<file path="config.mk">
export PLATFORM = sky130hd
export DESIGN_NAME = evt_notify_mgr
export DESIGN_NICKNAME = d
export VERILOG_FILES = /design/src/rtl/evt_notify_pkg.sv /design/src/rtl/evt_list_fifo.sv /design/src/rtl/evt_chan_state.sv /design/src/rtl/evt_irq_gate.sv /design/src/rtl/evt_notify_mgr.sv
export SDC_FILE = /design/constraint.sdc
export NUM_CORES = 1
export LEC_CHECK = 0
export BUFFER_PORTS_ARGS = -buffer_cell sky130_fd_sc_hd__buf_2
export CAP_MARGIN = 20
export CORE_MARGIN = 3
export CORE_UTILIZATION = 54
export DETAILED_ROUTE_END_ITERATION = 12
export GPL_ROUTABILITY_DRIVEN = 0
export PLACE_DENSITY = 0.81
export SLEW_MARGIN = 10
export SYNTH_ARGS = -nofsm -noshare
export SYNTH_HDL_FRONTEND = slang
export SYNTH_SLANG_ARGS = --single-unit
</file>
<file path="constraint.sdc">
create_clock -name clk -period 3.25 [get_ports clk]
set_input_delay 0.65 -clock clk [delete_from_list [all_inputs] [get_ports clk]]
set_output_delay 0.65 -clock clk [all_outputs]
set_load 0.05 [all_outputs]
</file>
<file path="src/rtl/evt_notify_pkg.sv">
// Package: types shared by the event coalescer.
// Assumes a 2-bit event kind code; code 3 is reserved.
package evt_notify_pkg;
    typedef enum logic [1:0] {
        EVK_TX_DONE = 2'd0,
        EVK_RX_DONE = 2'd1,
        EVK_ERROR   = 2'd2,
        EVK_RSVD    = 2'd3
    } evk_e;

    // True for kinds that may be reported to software.
    function automatic logic kind_reportable(input logic [1:0] k);
        return k != EVK_RSVD;
    endfunction
endpackage

</file>
<file path="src/rtl/evt_list_fifo.sv">
// Module: circular FIFO that holds the channel numbers waiting for service.
// Assumes the caller only pushes when there is room (or a pop happens in the same cycle).
// A pop on an empty FIFO is ignored. DEPTH need not be a power of two.
module evt_list_fifo #(
    parameter int W     = 4,
    parameter int DEPTH = 8
) (
    input  logic         clk,
    input  logic         rst_n,
    input  logic         push,
    input  logic [W-1:0] din,
    input  logic         pop,
    output logic [W-1:0] dout,
    output logic         empty,
    output logic         full,
    output logic         nonempty_next
);
    localparam int PW = (DEPTH > 1) ? $clog2(DEPTH) : 1;
    localparam int CNTW = $clog2(DEPTH + 1);
    localparam logic [PW-1:0] LAST = PW'(DEPTH - 1);
    localparam logic [CNTW-1:0] FULLC = CNTW'(DEPTH);

    logic [W-1:0]    mem [DEPTH];
    logic [PW-1:0]   wr_ptr, rd_ptr;
    logic [CNTW-1:0] cnt;
    logic            pop_ok;

    assign empty  = (cnt == '0);
    assign full   = (cnt == FULLC);
    assign pop_ok = pop && !empty;
    assign dout   = mem[rd_ptr];

    // Whether the list will hold anything after this cycle's push and pop.
    assign nonempty_next = push || (cnt > CNTW'(1)) || (!empty && !pop_ok);

    // Storage write at the tail.
    always_ff @(posedge clk) begin
        if (push) mem[wr_ptr] <= din;
    end

    // Pointer and occupancy bookkeeping.
    always_ff @(posedge clk) begin
        if (!rst_n) begin
            wr_ptr <= '0;
            rd_ptr <= '0;
            cnt    <= '0;
        end else begin
            if (push)   wr_ptr <= (wr_ptr == LAST) ? '0 : wr_ptr + PW'(1);
            if (pop_ok) rd_ptr <= (rd_ptr == LAST) ? '0 : rd_ptr + PW'(1);
            case ({push, pop_ok})
                2'b10:   cnt <= cnt + CNTW'(1);
                2'b01:   cnt <= cnt - CNTW'(1);
                default: cnt <= cnt;
            endcase
        end
    end
endmodule

</file>
<file path="src/rtl/evt_chan_state.sv">
// Module: per-channel enable and pending bits.
// Assumes one enable write, one pending set and one pending clear per cycle.
// If a set and a clear hit the same channel in the same cycle, the set wins.
module evt_chan_state #(
    parameter int NUM_CH = 16,
    localparam int CW = $clog2(NUM_CH)
) (
    input  logic              clk,
    input  logic              rst_n,
    input  logic              en_wr,
    input  logic [CW-1:0]     en_chan,
    input  logic              en_val,
    input  logic              set_vld,
    input  logic [CW-1:0]     set_chan,
    input  logic              clr_vld,
    input  logic [CW-1:0]     clr_chan,
    output logic [NUM_CH-1:0] en_q,
    output logic [NUM_CH-1:0] pend_q
);
    for (genvar c = 0; c < NUM_CH; c++) begin : g_ch
        // Enable bit of channel c, written by software.
        always_ff @(posedge clk) begin
            if (!rst_n)                            en_q[c] <= 1'b0;
            else if (en_wr && en_chan == CW'(c))   en_q[c] <= en_val;
        end
        // Pending bit of channel c: the channel currently sits in the list.
        always_ff @(posedge clk) begin
            if (!rst_n)                             pend_q[c] <= 1'b0;
            else if (set_vld && set_chan == CW'(c)) pend_q[c] <= 1'b1;
            else if (clr_vld && clr_chan == CW'(c)) pend_q[c] <= 1'b0;
        end
    end
endmodule

</file>
<file path="src/rtl/evt_irq_gate.sv">
// Module: interrupt line with self-masking.
// The block is armed while irq is low. A listed event raises irq, and irq then holds
// until rearm. On rearm, irq follows whether the list will still hold entries.
module evt_irq_gate (
    input  logic clk,
    input  logic rst_n,
    input  logic listed,
    input  logic rearm,
    input  logic nonempty_next,
    output logic irq
);
    // Interrupt state: low means armed, high means raised and masked.
    always_ff @(posedge clk) begin
        if (!rst_n)      irq <= 1'b0;
        else if (rearm)  irq <= nonempty_next;
        else if (listed) irq <= 1'b1;
    end
endmodule

</file>
<file path="src/rtl/evt_notify_mgr.sv">
// Module: top of the channel event interrupt coalescer.
// Filters incoming events (kind, enable, duplicate), appends accepted channels to
// the list, keeps a sticky overflow flag, and drives a self-masking interrupt.
// Assumes channel numbers at or above NUM_CH are never presented, and treats them as disabled.
module evt_notify_mgr
    import evt_notify_pkg::*;
#(
    parameter int NUM_CH     = 16,
    parameter int LIST_DEPTH = 8,
    localparam int CW = $clog2(NUM_CH)
) (
    input  logic          clk,
    input  logic          rst_n,
    input  logic          ev_valid,
    input  logic [CW-1:0] ev_chan,
    input  logic [1:0]    ev_kind,
    input  logic          en_wr,
    input  logic [CW-1:0] en_chan,
    input  logic          en_val,
    input  logic          rearm,
    input  logic          pop,
    output logic          list_valid,
    output logic [CW-1:0] list_chan,
    output logic          overflow,
    output logic          irq
);
    logic [NUM_CH-1:0] en_q, pend_q;
    logic [CW-1:0]     head;
    logic              empty, full, nonempty_next;
    logic              pop_ok, in_range, pend_eff, accept, room, push, drop;
    logic              ovf_q;

    assign pop_ok   = pop && !empty;
    assign in_range = (int'(ev_chan) < NUM_CH);

    // Event filtering. A channel that is popped in this cycle no longer counts as pending.
    always_comb begin
        pend_eff = in_range && pend_q[ev_chan] && !(pop_ok && head == ev_chan);
        accept   = ev_valid && kind_reportable(ev_kind) && in_range
                   && en_q[ev_chan] && !pend_eff;
        room     = !full || pop_ok;
        push     = accept && room;
        drop     = accept && !room;
    end

    evt_list_fifo #(.W(CW), .DEPTH(LIST_DEPTH)) list_i (
        .clk(clk), .rst_n(rst_n),
        .push(push), .din(ev_chan), .pop(pop),
        .dout(head), .empty(empty), .full(full),
        .nonempty_next(nonempty_next)
    );

    evt_chan_state #(.NUM_CH(NUM_CH)) state_i (
        .clk(clk), .rst_n(rst_n),
        .en_wr(en_wr), .en_chan(en_chan), .en_val(en_val),
        .set_vld(push), .set_chan(ev_chan),
        .clr_vld(pop_ok), .clr_chan(head),
        .en_q(en_q), .pend_q(pend_q)
    );

    evt_irq_gate irq_i (
        .clk(clk), .rst_n(rst_n),
        .listed(push), .rearm(rearm), .nonempty_next(nonempty_next),
        .irq(irq)
    );

    // Sticky record of events lost to a full list.
    always_ff @(posedge clk) begin
        if (!rst_n)    ovf_q <= 1'b0;
        else if (drop) ovf_q <= 1'b1;
    end

    assign list_valid = !empty;
    assign list_chan  = head;
    assign overflow   = ovf_q;
endmodule

</file>
=== Yosys cells after proc, flatten, opt, wreduce, memory -nomap -nowiden ===
Memories as Yosys holds them, arrays and structs flattened. A register that Yosys moved wholly into a read port is not among the register bits.
Cells that the tools add are included.

* $add $sub $neg: 4
* $lt $le $gt $ge: 2
* Equal/unequal tests: 52
* Muxes and demuxes: 45
* Reductions and logical operators: 88

{| class="wikitable"
|+ Operators with widths
! cell !! count
|-
| equality test 4 bit, second input constant || 25
|-
| logical AND 1 bit || 57
|-
| equality test 4 x 3 -> 1 bit, second input constant || 12
|-
| 2-to-1 mux 1 bit || 38
|-
| nonzero test 2 bit || 18
|-
| equality test 4 x 2 -> 1 bit, second input constant || 6
|-
| zero test 4 bit || 4
|-
| equality test 4 x 1 -> 1 bit, second input constant || 3
|-
| 2-to-1 mux 3 bit || 4
|-
| binary-select mux 1 bit (select 4 bit) || 2
|-
| one-hot mux 4 bit (2 select lines) || 1
|-
| adder 3 x 1 -> 3 bit, second input constant || 2
|-
| equality test 3 bit, second input constant || 2
|-
| zero test 1 bit || 6
|-
| < comparator 4 x 5 -> 1 bit, second input constant || 1
|-
| adder 4 x 1 -> 4 bit, second input constant || 1
|-
| equality test 4 bit || 1
|-
| greater-than comparator 4 x 1 -> 1 bit, second input constant || 1
|-
| subtractor 4 x 1 -> 4 bit, second input constant || 1
|-
| logical OR 1 bit || 3
|-
| equality test 2 x 1 -> 1 bit, second input constant || 1
|-
| equality test 2 bit, second input constant || 1
|-
| != test 2 bit, second input constant || 1
|}

* Register bits: 44
* Memory bits (writable): 32
* Bits of input ports: 17
* Output and inout bits: 7
* Logic and storage cells: 229
* Memories kept: 1

{| class="wikitable"
|+ Memories
! name !! depth !! bits a word !! read ports !! clocked after memory_dff !! wr ports !! line !! text
|-
| list_i.mem || 8 || 4 || 1 || 1 || 1 || evt_list_fifo.sv:23 || <nowiki>logic [W-1:0] mem [DEPTH];</nowiki>
|}

=== Logic depth before layout (Yosys ltp) ===
* Depth in word-level cells: 12
* Mapped depth: 10
* Gate-level depth less buffers: 8

=== Cells and area by module ===
A second synthesis with hierarchy kept.

* Cells, all modules: 303
* Area total of the unflattened synthesis: 3,721.1 um^2

{| class="wikitable"
|+ By module, submodules not included
! module !! times used !! cells an instance !! area an instance (um^2) !! sequential area each (um^2)
|-
| evt_list_fifo || 1 || 122 || 1,910.6 || 1,221.2
|-
| evt_chan_state || 1 || 131 || 1,353.8 || 640.6
|-
| evt_notify_mgr || 1 || 47 || 420.4 || 20.0
|-
| evt_irq_gate || 1 || 3 || 36.3 || 20.0
|}

=== Worst setup path after synthesis ===
Ideal clock, no wire load.

* Path type: register -> register
* Start: register with a tool-made name
* End: memory list_i.mem[2][0], enable pin
* Library setup time: 0.379 ns
* Data arrival time: 3.211 ns
* Data required time: 2.871 ns
* Path slack: -0.340 ns
* Stages on the path, launching flop included: 10
* Buffers on the path: 2
* Period minus slack after synthesis: 3.590 ns
* Cells stage by stage: dfxtp_1 buf_6 buf_4 mux2_2 o22ai_2 nor2_1 xor2_1 o31ai_1 nand2_1 nor4b_1

{| class="wikitable"
|+ RTL lines
! element !! line
|-
| end, declared || evt_list_fifo.sv:23
|}

==> results.toml <==
[setup_path]
worst-r2r-setup-slack_ps = 130
crit_slowest_cell = "dfxtp_1"
cp_top_family = "simple AND/OR/NAND/NOR gates"
critical_path_required_ps = 3260
cp_max_fo = 7
r2r_cells = 9
cp-end-kind = "flip-flop"
worst_setup_path_start_kind = "flip-flop"
path_class = "flip-flop to flip-flop"
reg2reg_to = "list_i.mem[4][0]$_DFFE_PP_"
cpMostUsedCell = "buf_4"
critPathBufInv = 2
max_stage_delay_ps = 540
critical_path_arrival_ps = 3130
cp_cell_sequence = "buf_4 > mux2_2 > o22ai_1 > or3_1 > nand4_1 > o31ai_1 > nand2_1 > buf_4 > nor4_2"

[sta]
maxSlewViolCount = 0
hold_viol = 0
fmax_ghz = 0.320
slew_headroom = 0.502
setup_viol = 0
skew_ps = 9.21
min_period_ps = 3120
fin_ws_ps = 127
timing.final.crit_share = 0.961
tightest_slew_ps = 738
whs_ps = 458

[cts]
postCtsSetupRepairBufs = 0
cts_sinks = 79
hold_buffers = 0
clockBufferDepth = 2
cts_tree = "yes"
numCtsBuffers = 9
cts.htree.levels = 3
cts.reportedPaths.clkPinSlew_ps = 90
cts_resized = 0
clockRootBuffer = "clkbuf_8"
insertion_delay_ps = 360

[layout]
nets = 447
fin_util = 0.647
fillers = 541
diodes = 0
layout_common_cells = "dfxtp_1, nand2_1, a21oi_1"
final_common_cell = "dfxtp_1"
area_growth_syn_to_layout_pct = 15.5
layout-drive-gt1-share = 0.245

[logic_synthesis]
synth_top_cell_by_area = "edfxtp_1"
netlist_instances = 383
seq_area_frac_synth = 0.494
synth_nets = 407
synth_top_area_frac = 0.250
ys_warn_count = 0
synth_top_cells_by_area = "edfxtp_1, dfxtp_1, mux4_2"
ys_types = 47
syn_area_um2 = 3850
ys_ff_latch = 79
avgSynthCellArea_um2 = 10.0

[pwr]
leakage_uw = 0.00153
p_per_area_nw_per_um2 = 607
irDropWorstVdd_v = 0.000271

[global_route]
overflow = 0
antenna_found_initial = 0
grt_pass1_wl_mm = 15.3
grtUsageTotal = 0.236
grt_pass1_vias = 3140
grt_max_degree = 24

[route]
vias = 3172
wl_per_cell_um = 17.7
drtPass1Iterations = 5
drt_first_iter_violations = 261
via_per_inst = 6.05
ant_nets = 0
routed_wl_mm = 9.28
route.detailed.drc = 0

[die]
die_h_um = 90.4
initial_core_util = 0.560
pin_count = 24
coreArea_um2 = 6870
die-area_um2 = 8180
num_rows = 30
die_w_um = 90.4

[place]
pre_cts_slack_ps = -81.3
dpl.hpwl_mm = 6.54
port-buffer-count = 23

[hold_path]
whs_endpoint = "state_i.en_q[2]$_SDFFE_PN0P_"
hold_path_depth = 2
min_path_type = "flip-flop to flip-flop"
hp-start = "state_i.en_q[2]$_SDFFE_PN0P_"

[run]
maxCapViolCount = 0

[run_status]
status = "finished clean"
cells in the mapped netlist (all sizes together):
cell type	n
ha	7
buf	7
nor3	12
o31a	3
mux4	11
xnor2	1
and4b	1
o22ai	9
nor4	7
nand2	45
a31oi	1
xor2	1
inv	7
nand2b	10
nand3	14
o211ai	3
mux2	16
and3	3
nor2b	3
nor4bb	1
or3	3
o31ai	1
dfxtp	47
nand4	1
mux2i	1
edfxtp	32
o311a	1
clkbuf	13
nor3b	1
o21ai	34
or4	11
nor4b	2
a21oi	41
a211oi	1
nand4b	1
o41ai	1
nor2	24
clkinv	1
and2	2
or2	3
worst reg2reg max path: stages, from the launching register on:
cell and delay, ps:
dfxtp_1 540, buf_4 220, mux2_2 350, o22ai_1 240, or3_1 150, nand4_1 150
o31ai_1 330, nand2_1 180, buf_4 220, nor4_2 400
report_power, final:
group	internal (µW)	leakage [µW]	total (µW)	switching (µW)
clock network	362	0.0000964	755	392
logic	312	0.000767	807	495
registers	1070	0.000668	1140	63.8
total	1750	0.00153	2700	951
how the worst max path moves through the flow:
stage | startpoint | end | slack, ps | depth (start not counted)
after floorplan | ev_chan[0] | list_i.mem[2][0]$_DFFE_PP_ | -100 | 7
after global placement | ev_chan[0] | list_i.mem[5][0]$_DFFE_PP_ | 20 | 10
after detailed placement | ev_chan[0] | list_i.mem[4][0]$_DFFE_PP_ | -80 | 10
after CTS | flip-flop | list_i.mem[4][0]$_DFFE_PP_ | 3 | 9
after global routing | flip-flop | list_i.mem[4][3]$_DFFE_PP_ | -3 | 9
final | flip-flop | list_i.mem[4][0]$_DFFE_PP_ | 130 | 9
routing by layer:
| layer | vias to the layer above | track usage | wire length [µm] |
|---|---|---|---|
| met2 | 140 | 0.386 | 4620 |
| met1 | 1512 | 0.315 | 3790 |
| met4 | 0 | 0.0791 | 148 |
| li1 | 1502 | - | - |
| met5 | - | 0 | 0 |
| met3 | 18 | 0.0483 | 723 |
layout make-up:
cell class	instances	area [µm²]	area share
clock inverters	7	80.1	0.0180
multi-input cells	276	1870	0.420
flip-flops and latches	79	1900	0.428
clock buffers	9	124	0.0279
well taps	96	120	0.0270
inverters	8	30.0	0.00675
repair buffers	49	323	0.0726
stage by stage:
| step | instances | instance area [µm²] | setup TNS [ps] | power (µW) |
|---|---|---|---|---|
| after floorplan | 383 | 3850 | -805 | 1710 |
| after global placement | 508 | 4200 | 0 | 1930 |
| final | 524 | 4450 | 0 | 2700 |
| after CTS | 524 | 4400 | 0 | 2690 |
| after global routing | 524 | 4450 | -12.5 | 2820 |
| after detailed placement | 508 | 4200 | -959 | 1950 |
registers in the layout (all words and copies together) (netlist names), named ones only:
register        count
irq_i.irq           1
state_i.en_q       16
list_i.rd_ptr       3
state_i.pend_q     16
list_i.mem         32
overflow            1
list_i.cnt          4
list_i.wr_ptr       3
logic make-up (layout without fill, tap and decap cells):
family	after synthesis	after routing	share of synthesized area
muxes	28	28	0.115
adders and majority gates	7	7	0.0228
AOI/OAI and AO/OA	95	95	0.139
and+or+nand+nor	144	144	0.189
xor gates and xnor gates	2	2	0.00650
buffers and inverters	28	73	0.0335
DFF	79	79	0.494
Power figures use the tool's default switching activity.
